===== config.mk =====
export PLATFORM = sky130hd
export DESIGN_NAME = cbw_cmd_decoder
export DESIGN_NICKNAME = d
export VERILOG_FILES = /design/src/rtl/cbw_pkg.sv /design/src/rtl/cbw_byte_counter.sv /design/src/rtl/cbw_field_capture.sv /design/src/rtl/cbw_rule_check.sv /design/src/rtl/cbw_cmd_decoder.sv
export SDC_FILE = /design/constraint.sdc
export NUM_CORES = 1
export LEC_CHECK = 0
export CAP_MARGIN = 25
export CORE_MARGIN = 1.5
export CORE_UTILIZATION = 57
export CTS_BUF_LIST = sky130_fd_sc_hd__clkbuf_8
export CTS_CLUSTER_SIZE = 24
export DETAILED_ROUTE_END_ITERATION = 8
export PLACE_DENSITY = 0.83
export REMOVE_ABC_BUFFERS = 1
export SLEW_MARGIN = 20
export SYNTH_ARGS = -nofsm -noshare
export SYNTH_HDL_FRONTEND = slang
export SYNTH_SLANG_ARGS = --single-unit

===== constraint.sdc =====
create_clock -name clk -period 2.4 [get_ports clk]
set_input_delay 0.24 -clock clk [delete_from_list [all_inputs] [get_ports clk]]
set_output_delay 0.24 -clock clk [all_outputs]
set_load 0.03 [all_outputs]

===== src/rtl/cbw_pkg.sv =====
package cbw_pkg;
  typedef enum logic [2:0] {
    KIND_PASS      = 3'd0,
    KIND_CFG_READ  = 3'd1,
    KIND_CFG_WRITE = 3'd2,
    KIND_CFG_ERR   = 3'd3,
    KIND_SIG_ERR   = 3'd4,
    KIND_FRAME_ERR = 3'd5
  } cbw_kind_e;
endpackage


===== src/rtl/cbw_byte_counter.sv =====
// Tracks the position of the current byte inside a wrapper; saturates on overlong input.
module cbw_byte_counter #(
  parameter int WRAP_BYTES = 31,
  parameter int CNT_W      = $clog2(WRAP_BYTES + 1) + 1
) (
  input  logic             clk,
  input  logic             rst_n,
  input  logic             beat,
  input  logic             last,
  output logic [CNT_W-1:0] pos,
  output logic             frame_ok
);
  localparam logic [CNT_W-1:0] SAT_POS  = CNT_W'(WRAP_BYTES);
  localparam logic [CNT_W-1:0] LAST_POS = CNT_W'(WRAP_BYTES - 1);

  logic [CNT_W-1:0] cnt_q;

  always_ff @(posedge clk or negedge rst_n) begin
    if (!rst_n) begin
      cnt_q <= '0;
    end else if (beat) begin
      if (last)                 cnt_q <= '0;
      else if (cnt_q != SAT_POS) cnt_q <= cnt_q + 1'b1;
    end
  end

  assign pos      = cnt_q;
  assign frame_ok = beat && last && (cnt_q == LAST_POS);
endmodule


===== src/rtl/cbw_field_capture.sv =====
// Stores the header bytes that precede the command block.
module cbw_field_capture #(
  parameter int HDR_BYTES = 15,
  parameter int CNT_W     = 6,
  parameter int TAG_POS   = 4,
  parameter int LEN_POS   = 8,
  parameter int FLG_POS   = 12
) (
  input  logic             clk,
  input  logic             rst_n,
  input  logic             beat,
  input  logic [CNT_W-1:0] pos,
  input  logic [7:0]       data,
  output logic [31:0]      sig,
  output logic [31:0]      tag,
  output logic [31:0]      len,
  output logic [7:0]       flags
);
  logic [HDR_BYTES*8-1:0] hdr_q;

  always_ff @(posedge clk or negedge rst_n) begin
    if (!rst_n) begin
      hdr_q <= '0;
    end else if (beat) begin
      for (int b = 0; b < HDR_BYTES; b++) begin
        if (pos == CNT_W'(b)) hdr_q[b*8 +: 8] <= data;
      end
    end
  end

  // Little-endian: lower wrapper byte lands in the lower bits.
  assign sig   = hdr_q[31:0];
  assign tag   = hdr_q[TAG_POS*8 +: 32];
  assign len   = hdr_q[LEN_POS*8 +: 32];
  assign flags = hdr_q[FLG_POS*8 +: 8];
endmodule


===== src/rtl/cbw_rule_check.sv =====
// Evaluates the command-block byte rules as bytes stream past, keeping sticky verdicts.
module cbw_rule_check #(
  parameter int         CB_OFFSET = 15,
  parameter int         CB_BYTES  = 16,
  parameter int         CNT_W     = 6,
  parameter int         OP_IDX    = 0,
  parameter int         MARK_IDX  = 1,
  parameter int         MEM_IDX   = 3,
  parameter logic [7:0] CFG_MARK  = 8'h26,
  parameter logic [7:0] MEM_SEL   = 8'h02
) (
  input  logic             clk,
  input  logic             rst_n,
  input  logic             beat,
  input  logic             last,
  input  logic [CNT_W-1:0] pos,
  input  logic [7:0]       data,
  input  logic [7:0]       opcode,
  output logic             not_cfg,
  output logic             rule_bad
);
  localparam logic [CNT_W-1:0] CB_LO  = CNT_W'(CB_OFFSET);
  localparam logic [CNT_W-1:0] CB_HI  = CNT_W'(CB_OFFSET + CB_BYTES);
  localparam logic [CNT_W-1:0] K_OP   = CNT_W'(OP_IDX);
  localparam logic [CNT_W-1:0] K_MARK = CNT_W'(MARK_IDX);
  localparam logic [CNT_W-1:0] K_MEM  = CNT_W'(MEM_IDX);

  logic             in_cb;
  logic [CNT_W-1:0] k;
  logic             cur_notcfg, cur_bad;
  logic             notcfg_q, bad_q;
  logic [7:0]       want;

  always_comb begin
    in_cb      = (pos >= CB_LO) && (pos < CB_HI);
    k          = pos - CB_LO;
    want       = (k == K_MEM) ? MEM_SEL : 8'h00;
    cur_notcfg = in_cb && (((k == K_OP) && (data != opcode)) ||
                           ((k == K_MARK) && (data != CFG_MARK)));
    cur_bad    = in_cb && (k != K_OP) && (k != K_MARK) && (data != want);
  end

  always_ff @(posedge clk or negedge rst_n) begin
    if (!rst_n) begin
      notcfg_q <= 1'b0;
      bad_q    <= 1'b0;
    end else if (beat) begin
      if (last) begin
        notcfg_q <= 1'b0;
        bad_q    <= 1'b0;
      end else begin
        notcfg_q <= notcfg_q | cur_notcfg;
        bad_q    <= bad_q | cur_bad;
      end
    end
  end

  assign not_cfg  = notcfg_q | (beat & cur_notcfg);
  assign rule_bad = bad_q | (beat & cur_bad);
endmodule


===== src/rtl/cbw_cmd_decoder.sv =====
module cbw_cmd_decoder
  import cbw_pkg::*;
#(
  parameter int          WRAP_BYTES = 31,
  parameter int          CB_OFFSET  = 15,
  parameter int          CB_BYTES   = 16,
  parameter int          MAX_LEN    = 255,
  parameter logic [31:0] SIGNATURE  = 32'h43425355,
  parameter logic [7:0]  CFG_MARK   = 8'h26,
  parameter logic [7:0]  MEM_SEL    = 8'h02
) (
  input  logic        clk,
  input  logic        rst_n,
  input  logic [7:0]  cfg_opcode,
  input  logic        in_valid,
  output logic        in_ready,
  input  logic [7:0]  in_data,
  input  logic        in_last,
  output logic        res_valid,
  input  logic        res_ready,
  output logic [2:0]  res_kind,
  output logic        res_dir,
  output logic [31:0] res_tag,
  output logic [31:0] res_len
);
  localparam int CNT_W = $clog2(WRAP_BYTES + 1) + 1;

  logic             beat, frame_ok, not_cfg, rule_bad;
  logic [CNT_W-1:0] pos;
  logic [31:0]      sig, tag, len;
  logic [7:0]       flags;
  cbw_kind_e        kind_d, kind_q;

  assign in_ready = !res_valid || res_ready;
  assign beat     = in_valid && in_ready;

  cbw_byte_counter #(.WRAP_BYTES(WRAP_BYTES), .CNT_W(CNT_W)) u_cnt (
    .clk(clk), .rst_n(rst_n), .beat(beat), .last(in_last),
    .pos(pos), .frame_ok(frame_ok)
  );

  cbw_field_capture #(.HDR_BYTES(CB_OFFSET), .CNT_W(CNT_W)) u_fields (
    .clk(clk), .rst_n(rst_n), .beat(beat), .pos(pos), .data(in_data),
    .sig(sig), .tag(tag), .len(len), .flags(flags)
  );

  cbw_rule_check #(
    .CB_OFFSET(CB_OFFSET), .CB_BYTES(CB_BYTES), .CNT_W(CNT_W),
    .CFG_MARK(CFG_MARK), .MEM_SEL(MEM_SEL)
  ) u_rules (
    .clk(clk), .rst_n(rst_n), .beat(beat), .last(in_last), .pos(pos),
    .data(in_data), .opcode(cfg_opcode),
    .not_cfg(not_cfg), .rule_bad(rule_bad)
  );

  // Verdict priority: framing, signature, class, rules.
  always_comb begin
    if (!frame_ok)                              kind_d = KIND_FRAME_ERR;
    else if (sig != SIGNATURE)                  kind_d = KIND_SIG_ERR;
    else if (not_cfg)                           kind_d = KIND_PASS;
    else if (rule_bad || (len > 32'(MAX_LEN)))  kind_d = KIND_CFG_ERR;
    else if (flags[7])                          kind_d = KIND_CFG_READ;
    else                                        kind_d = KIND_CFG_WRITE;
  end

  always_ff @(posedge clk or negedge rst_n) begin
    if (!rst_n) begin
      res_valid <= 1'b0;
      kind_q    <= KIND_PASS;
      res_dir   <= 1'b0;
      res_tag   <= '0;
      res_len   <= '0;
    end else begin
      if (beat && in_last) begin
        res_valid <= 1'b1;
        kind_q    <= kind_d;
        res_dir   <= frame_ok ? flags[7] : 1'b0;
        res_tag   <= frame_ok ? tag : 32'h0;
        res_len   <= frame_ok ? len : 32'h0;
      end else if (res_ready) begin
        res_valid <= 1'b0;
      end
    end
  end

  assign res_kind = kind_q;
endmodule


=== Word-level counts from Yosys, hierarchy flattened ===
Index checks and enable logic that the tools add are counted.
W data, S select, Z words.

* Output and inout port bits: 70
* Input port bits: 21
* Register bits: 181
* Logic and storage cells: 101

* Order comparisons: 3
* Bitwise operators: 6
* Reduce and logical (&&, ||, !) cells: 33
* Muxes and demuxes: 15
* Equal/unequal tests: 21
* Add/subtract/negate cells: 2

{| class="wikitable"
|+ Operators by type and width
! cell !! number
|-
| $mux W32 || 2
|-
| $gt A32 B8 Y1 const B || 1
|-
| $ne A32 B31 Y1 const B || 1
|-
| $eq A6 B4 Y1 const B || 5
|-
| $reduce_and A2 Y1 || 14
|-
| $eq A6 B3 Y1 const B || 4
|-
| $eq A6 B2 Y1 const B || 3
|-
| $ne A8 B8 Y1 || 2
|-
| $eq A6 B1 Y1 const B || 2
|-
| $logic_not A6 Y1 || 2
|-
| $mux W6 || 2
|-
| $logic_and A1 B1 Y1 || 10
|-
| $mux W2 || 4
|-
| $ne A8 B6 Y1 const B || 1
|-
| $add A6 B1 Y6 const B || 1
|-
| $eq A6 B5 Y1 const B || 1
|-
| $ge A6 B4 Y1 const B || 1
|-
| $lt A6 B5 Y1 const B || 1
|-
| $mux W3 || 2
|-
| $ne A6 B1 Y1 const B || 1
|-
| $ne A6 B5 Y1 const B || 1
|-
| $reduce_bool A6 Y1 || 1
|-
| $sub A6 B4 Y6 const B || 1
|-
| $mux W1 || 5
|-
| 5 further kinds || 12
|}

=== Longest topological paths before layout ===
* Depth in word-level cells: 12
* Mapped depth: 8
* Depth with buffers taken out: 8

=== Hierarchy ===
Synthesis repeated with hierarchy kept, for this count alone.

* Cells, all modules: 643
* Area, all modules: 7686.1 µm²

{| class="wikitable"
|+ By module, submodules not included
! module !! area each (µm²) !! times used !! cells an instance !! seq. area each (µm²)
|-
| cbw_field_capture || 4070.2 || 1 || 241 || 2602.5
|-
| cbw_cmd_decoder || 2919.0 || 1 || 322 || 1726.7
|-
| cbw_byte_counter || 407.9 || 1 || 43 || 150.1
|-
| cbw_rule_check || 289.0 || 1 || 37 || 50.0
|}

=== Least setup slack after synthesis ===
Ideal clock, no wire load.

* Path type: register -> register
* Start point: register res_valid
* End point: register u_fields.hdr_q[32]
* Data required time: 2275 ps
* Cell stages (with the launch flop): 7
* Library setup time: 125 ps
* Arrival time: 1893 ps
* Setup slack: 382 ps
* Path buffers: 1
* Period minus slack after synthesis: 2018 ps
* Path through: dfrtp_1 -> nand2b_1 -> buf_4 -> nand3b_4 -> nor4b_4 -> nand2_4 -> mux2_2

* Word-level cells in the longest chain between the ends: 4

{| class="wikitable"
|+ Ends and longest elaborated chain
! what !! RTL line !! source
|-
| start, declared || cbw_cmd_decoder.sv:19 || <nowiki>output logic res_valid,</nowiki>
|-
| start signal, assigned || cbw_cmd_decoder.sv:68 || <nowiki>res_valid <= 1'b0;</nowiki>
|-
| start signal, assigned || cbw_cmd_decoder.sv:75 || <nowiki>res_valid <= 1'b1;</nowiki>
|-
| start signal, assigned || cbw_cmd_decoder.sv:81 || <nowiki>res_valid <= 1'b0;</nowiki>
|-
| $logic_not A1 Y1 || cbw_cmd_decoder.sv:34 || <nowiki>assign in_ready = !res_valid || res_ready;</nowiki>
|-
| $logic_or A1 B1 Y1 || cbw_cmd_decoder.sv:34 ||
|-
| via in_ready || cbw_cmd_decoder.sv:16 || <nowiki>output logic in_ready,</nowiki>
|-
| $logic_and A1 B1 Y1 || cbw_cmd_decoder.sv:35 || <nowiki>assign beat = in_valid && in_ready;</nowiki>
|-
| $reduce_and A2 Y1 (no line) || -- ||
|-
| end signal, assigned by index || cbw_field_capture.sv:26 || <nowiki>if (pos == CNT_W'(b)) hdr_q[b*8 +: 8] <= data;</nowiki>
|-
| end, declared || cbw_field_capture.sv:19 || <nowiki>logic [HDR_BYTES*8-1:0] hdr_q;</nowiki>
|}

The timed path passes the listed nets, and every way through them passes these cells.
A chain may end at the register's enable or synchronous reset.

=== Worst setup path in the final report ===
* Start point: register u_cnt.cnt_q[0] (netlist: u_cnt.pos[0])
* End point: register kind_q[1] (netlist: res_kind[1])

* Word-level cells in the longest chain between the ends: 12
* Elaborated cells on any way between the ends: 29
* Those cells by class: add/sub: 1; order compare: 2; eq/ne: 5; mux: 5; bitwise: 4; reduce/logical: 12

{| class="wikitable"
|+ Ends and longest elaborated chain
! what !! RTL line !! source
|-
| start, declared || cbw_byte_counter.sv:16 || <nowiki>logic [CNT_W-1:0] cnt_q;</nowiki>
|-
| start signal, assigned || cbw_byte_counter.sv:23 || <nowiki>else if (cnt_q != SAT_POS) cnt_q <= cnt_q + 1'b1;</nowiki>
|-
| $sub A6 B4 Y6, or another cell as far along || cbw_rule_check.sv:36 || <nowiki>k = pos - CB_LO;</nowiki>
|-
| $eq A6 B2 Y1, or another cell as far along || cbw_rule_check.sv:37 || <nowiki>want = (k == K_MEM) ? MEM_SEL : 8'h00;</nowiki>
|-
| $mux W2 or $logic_and A1 B1 Y1 (tied branches) || cbw_rule_check.sv:37, cbw_rule_check.sv:40 ||
|-
| $ne A8 B8 Y1 or $logic_and A1 B1 Y1 (tied branches) || cbw_rule_check.sv:40 || <nowiki>cur_bad = in_cb && (k != K_OP) && (k != K_MARK) && (data != want);</nowiki>
|-
| $logic_and A1 B1 Y1 || cbw_rule_check.sv:40 ||
|-
| $and A1 B1 Y1 || cbw_rule_check.sv:59 || <nowiki>assign rule_bad = bad_q | (beat & cur_bad);</nowiki>
|-
| $or A1 B1 Y1 || cbw_rule_check.sv:59 ||
|-
| $logic_or A1 B1 Y1 || cbw_cmd_decoder.sv:61 || <nowiki>else if (rule_bad || (len > 32'(MAX_LEN))) kind_d = KIND_CFG_ERR;</nowiki>
|-
| $mux W2 || cbw_cmd_decoder.sv:61 ||
|-
| $mux W2 || cbw_cmd_decoder.sv:60 || <nowiki>else if (not_cfg) kind_d = KIND_PASS;</nowiki>
|-
| $mux W3 || cbw_cmd_decoder.sv:59 || <nowiki>else if (sig != SIGNATURE) kind_d = KIND_SIG_ERR;</nowiki>
|-
| $mux W3 * || cbw_cmd_decoder.sv:58 || <nowiki>if (!frame_ok) kind_d = KIND_FRAME_ERR;</nowiki>
|-
| end signal, assigned || cbw_cmd_decoder.sv:76 || <nowiki>kind_q <= kind_d;</nowiki>
|-
| end, declared || cbw_cmd_decoder.sv:32 || <nowiki>cbw_kind_e kind_d, kind_q;</nowiki>
|}

Every way passes the cells marked *; elsewhere a longest branch is shown, timed or not.

==> flow_metrics.env <==
export IMPL_rsz0062_at_grt="false"
export IMPL_hpwl_um=10400
export IMPL_outcome="finished, final reports clean"
export IMPL_die_area_um2=13000
export IMPL_first_pass_iters=5
export IMPL_whs_ps=285
export IMPL_core_area_um2=12000
export IMPL_synthSimpleGateAreaFrac_pct=8.24
export IMPL_finalHoldViolations=0
export IMPL_rows=40
export IMPL_relSlewSlack_pct=58.9
export IMPL_die_h_um=114
export IMPL_htreeDepth=4
export IMPL_synth_edff_count=0
export IMPL_max_freq_mhz=459
export IMPL_fin_skew_ps=9.83
export IMPL_filler_cell_count=791
export IMPL_totalWireLength_um=15600
export IMPL_yosysTopAreaCell="dfrtp_1"
export IMPL_cp_endpoint="res_kind[1]"
export IMPL_num_vias=4625
export IMPL_netlist_area_leader_share_pct=62.1
export IMPL_required_ps=2730
export IMPL_final_common_cell="dfrtp_1"
export IMPL_fin_ws_ps=223
export IMPL_port_buffer_count=90
export IMPL_startpoint="u_cnt.pos[0]"
export IMPL_dpl_cell_area_um2=8190
export IMPL_multi_input_area_um2=2510
export IMPL_synth_seq_cells=174
export IMPL_synth_top_family_by_area="multiplexers"
export IMPL_clk_pin_slew_ps=90
export IMPL_antenna_left=0
export IMPL_arrival_ps=2510
export IMPL_grt_pass1_wl_um=25400
export IMPL_floorplan_initialDensity_pct=58.4
export IMPL_syn_cell_area_um2=7010
export IMPL_antenna_found_initial=0
export IMPL_viasPerCell=6.06
export IMPL_grt_overflow=0
export IMPL_r2r_cells=7
export IMPL_numCtsBuffers=17
export IMPL_nets=629
export IMPL_synth_compound_area_share_pct=11.0
export IMPL_async_reset_ff_share_pct=100
export IMPL_root_buffer="clkbuf_8"
export IMPL_p_per_area_nw_per_um2=870
export IMPL_final_cells=763
export IMPL_final_cell_area_um2=8570
export IMPL_clock_sinks=174
export IMPL_endpoint_kind="register"
export IMPL_p_total_mw=7.46
export IMPL_yosysSeqAreaShare_pct=62.1
export IMPL_die_width_um=114
export IMPL_yosys_top_cells_area="dfrtp_1, mux2_2, a22o_1"
export IMPL_final_cell_mix="dfrtp_1, mux2_2, clkdlybuf4s50_1"
export IMPL_yosysWarnings=0
export IMPL_synthAdderAreaFrac_pct=0.714
export IMPL_synth_area_per_cell_um2=13.9
export IMPL_hold_path_class="in -> async"
export IMPL_wl_per_cell_um=20.5
export IMPL_gp_congestion=0.904
export IMPL_drt_iter0_drc=325
export IMPL_setup_viol=0
export IMPL_maxCapViolCount=0
export IMPL_grt_pass1_vias=4729
export IMPL_grt_max_degree=71
export IMPL_worstPathMaxFanout=7
export IMPL_place_ws_ps=66.8
export IMPL_vdd_ir_drop_worst_uv=412
export IMPL_slew_violations=0
export IMPL_seq_area_um2=4350
export IMPL_r2r_end="res_kind[1]"
export IMPL_cp_start_kind="register"
export IMPL_drc_errors=0
export IMPL_cts_max_path_buffers=2
export IMPL_period_minus_slack_ps=2180
export IMPL_drive_above_1_share_pct=25.6
export IMPL_worst_pin_slew_ps=615
export IMPL_synthFlopType="dfrtp_1"
export IMPL_reg2reg_from="u_cnt.pos[0]"
export IMPL_io_pins=91
export IMPL_synthMuxAreaShare_pct=14.3
export IMPL_grtUsageTotal_pct=25.8
export IMPL_ff2ff_setup_slack_ps=220
export IMPL_area_delta_synth_final_pct=22.2
export IMPL_num_antenna_cells=0
export IMPL_path_class="reg -> reg"
export IMPL_fin_crit_sh_pct=90.7
export IMPL_cts_setup_buffers=0
export IMPL_synthCells=503
export IMPL_p_leak_nw=3.92
export IMPL_ys_types=44
export IMPL_cts_tree="built"
export IMPL_numPlacedInstances=731
export IMPL_clock_latency_ps=430
export IMPL_synth_xor_area_share_pct=1.25
## cell usage after synthesis (2+ instances only)
| cell type | n |
|---|---|
| nand2b_1 | 3 |
| a22o_1 | 65 |
| nand3_1 | 2 |
| nor4_2 | 2 |
| a21oi_1 | 4 |
| ha_1 | 4 |
| inv_1 | 6 |
| dfrtp_1 | 174 |
| xnor2_1 | 9 |
| nand4_1 | 5 |
| nor4_1 | 12 |
| and4b_1 | 2 |
| nand2_1 | 25 |
| clkbuf_1 | 17 |
| nor4bb_1 | 3 |
| nor3_1 | 5 |
| o21ai_0 | 15 |
| nor2_1 | 12 |
| buf_4 | 3 |
| nand2_4 | 4 |
| buf_2 | 12 |
| nor4b_1 | 3 |
| mux2_2 | 89 |
| and2_1 | 7 |
## worst max-delay path: stages, from the launching register on
cell	delay, ps
dfrtp_1	460
ha_1	290
or2_2	310
o21ai_0	190
a21oi_1	150
o22ai_1	260
o2111ai_1	140
a32o_1	270
## worst min-delay path by stage
stage / from / slack, ps / cells after the start / endpoint
3_5_place_dp: rst_n / 190 / 1 / res_tag[19]
3_3_place_gp: rst_n / 180 / 1 / res_tag[19]
6_report: rst_n / 280 / 2 / u_fields.hdr_q[50]
4_1_cts: rst_n / 280 / 2 / res_tag[21]
5_1_grt: rst_n / 280 / 2 / res_tag[19]
2_1_floorplan: rst_n / -60 / 0 / res_dir
## state kept, by name (all words and copies together), names as in the netlist
name	count
res_dir	1
res_kind	3
res_len	32
res_tag	32
res_valid	1
u_cnt.pos	6
u_fields.hdr_q	97
u_rules.bad_q	1
u_rules.notcfg_q	1
## stage by stage
stage,setup TNS [ps],utilization (%)
after global placement,0,68.2
final,0,71.4
after global routing,0,71.4
after detailed placement,0,68.2
after floorplan,-234590,-
after CTS,0,71.3
## power by group
| part | leakage, nW | internal (mW) | switching (mW) | total (mW) |
|---|---|---|---|---|
| clock network | 0.196 | 0.892 | 0.996 | 1.89 |
| logic | 1.42 | 0.786 | 0.608 | 1.39 |
| registers | 2.30 | 3.66 | 0.512 | 4.18 |
| total | 3.92 | 5.34 | 2.12 | 7.46 |
## metal layers
| metal | vias up | GRT usage (%) | share of wire, % | wire [µm] |
|---|---|---|---|---|
| met2 | 155 | 40.4 | 48 | 7560 |
| met1 | 2391 | 36.3 | 44 | 6920 |
| li1 | 2052 | - | - | - |
| met4 | 0 | 8.75 | 2.5 | 385 |
| met5 | - | 0 | 0 | 0 |
| met3 | 27 | 5.58 | 4.8 | 746 |
## cells by family (layout without fill, tap and decap cells)
kind of cell,count (synthesis),in the layout
mux,89,89
simple gates,92,92
fa+ha+maj,4,4
buf+inv,38,151
compound gates,96,96
flops,174,174
xor+xnor,10,10
## what timing repair did
item / 4_1_cts / 5_1_grt
endpoints found under the hold margin: 38 / 0
gates resized for setup: 0 / 1
hold buffers: 1 / 0
setup endpoints to repair: 0 / 1
## layout make-up
cell class / instances / share of cell area, %
clock buffer: 20 / 3.21
clock inverter: 11 / 1.08
inverter: 6 / 0.263
multi-input combinational: 291 / 29.3
sequential: 174 / 50.8
tap: 147 / 2.15
timing repair buffer: 114 / 13.2
(Power assumes the default switching activity.)
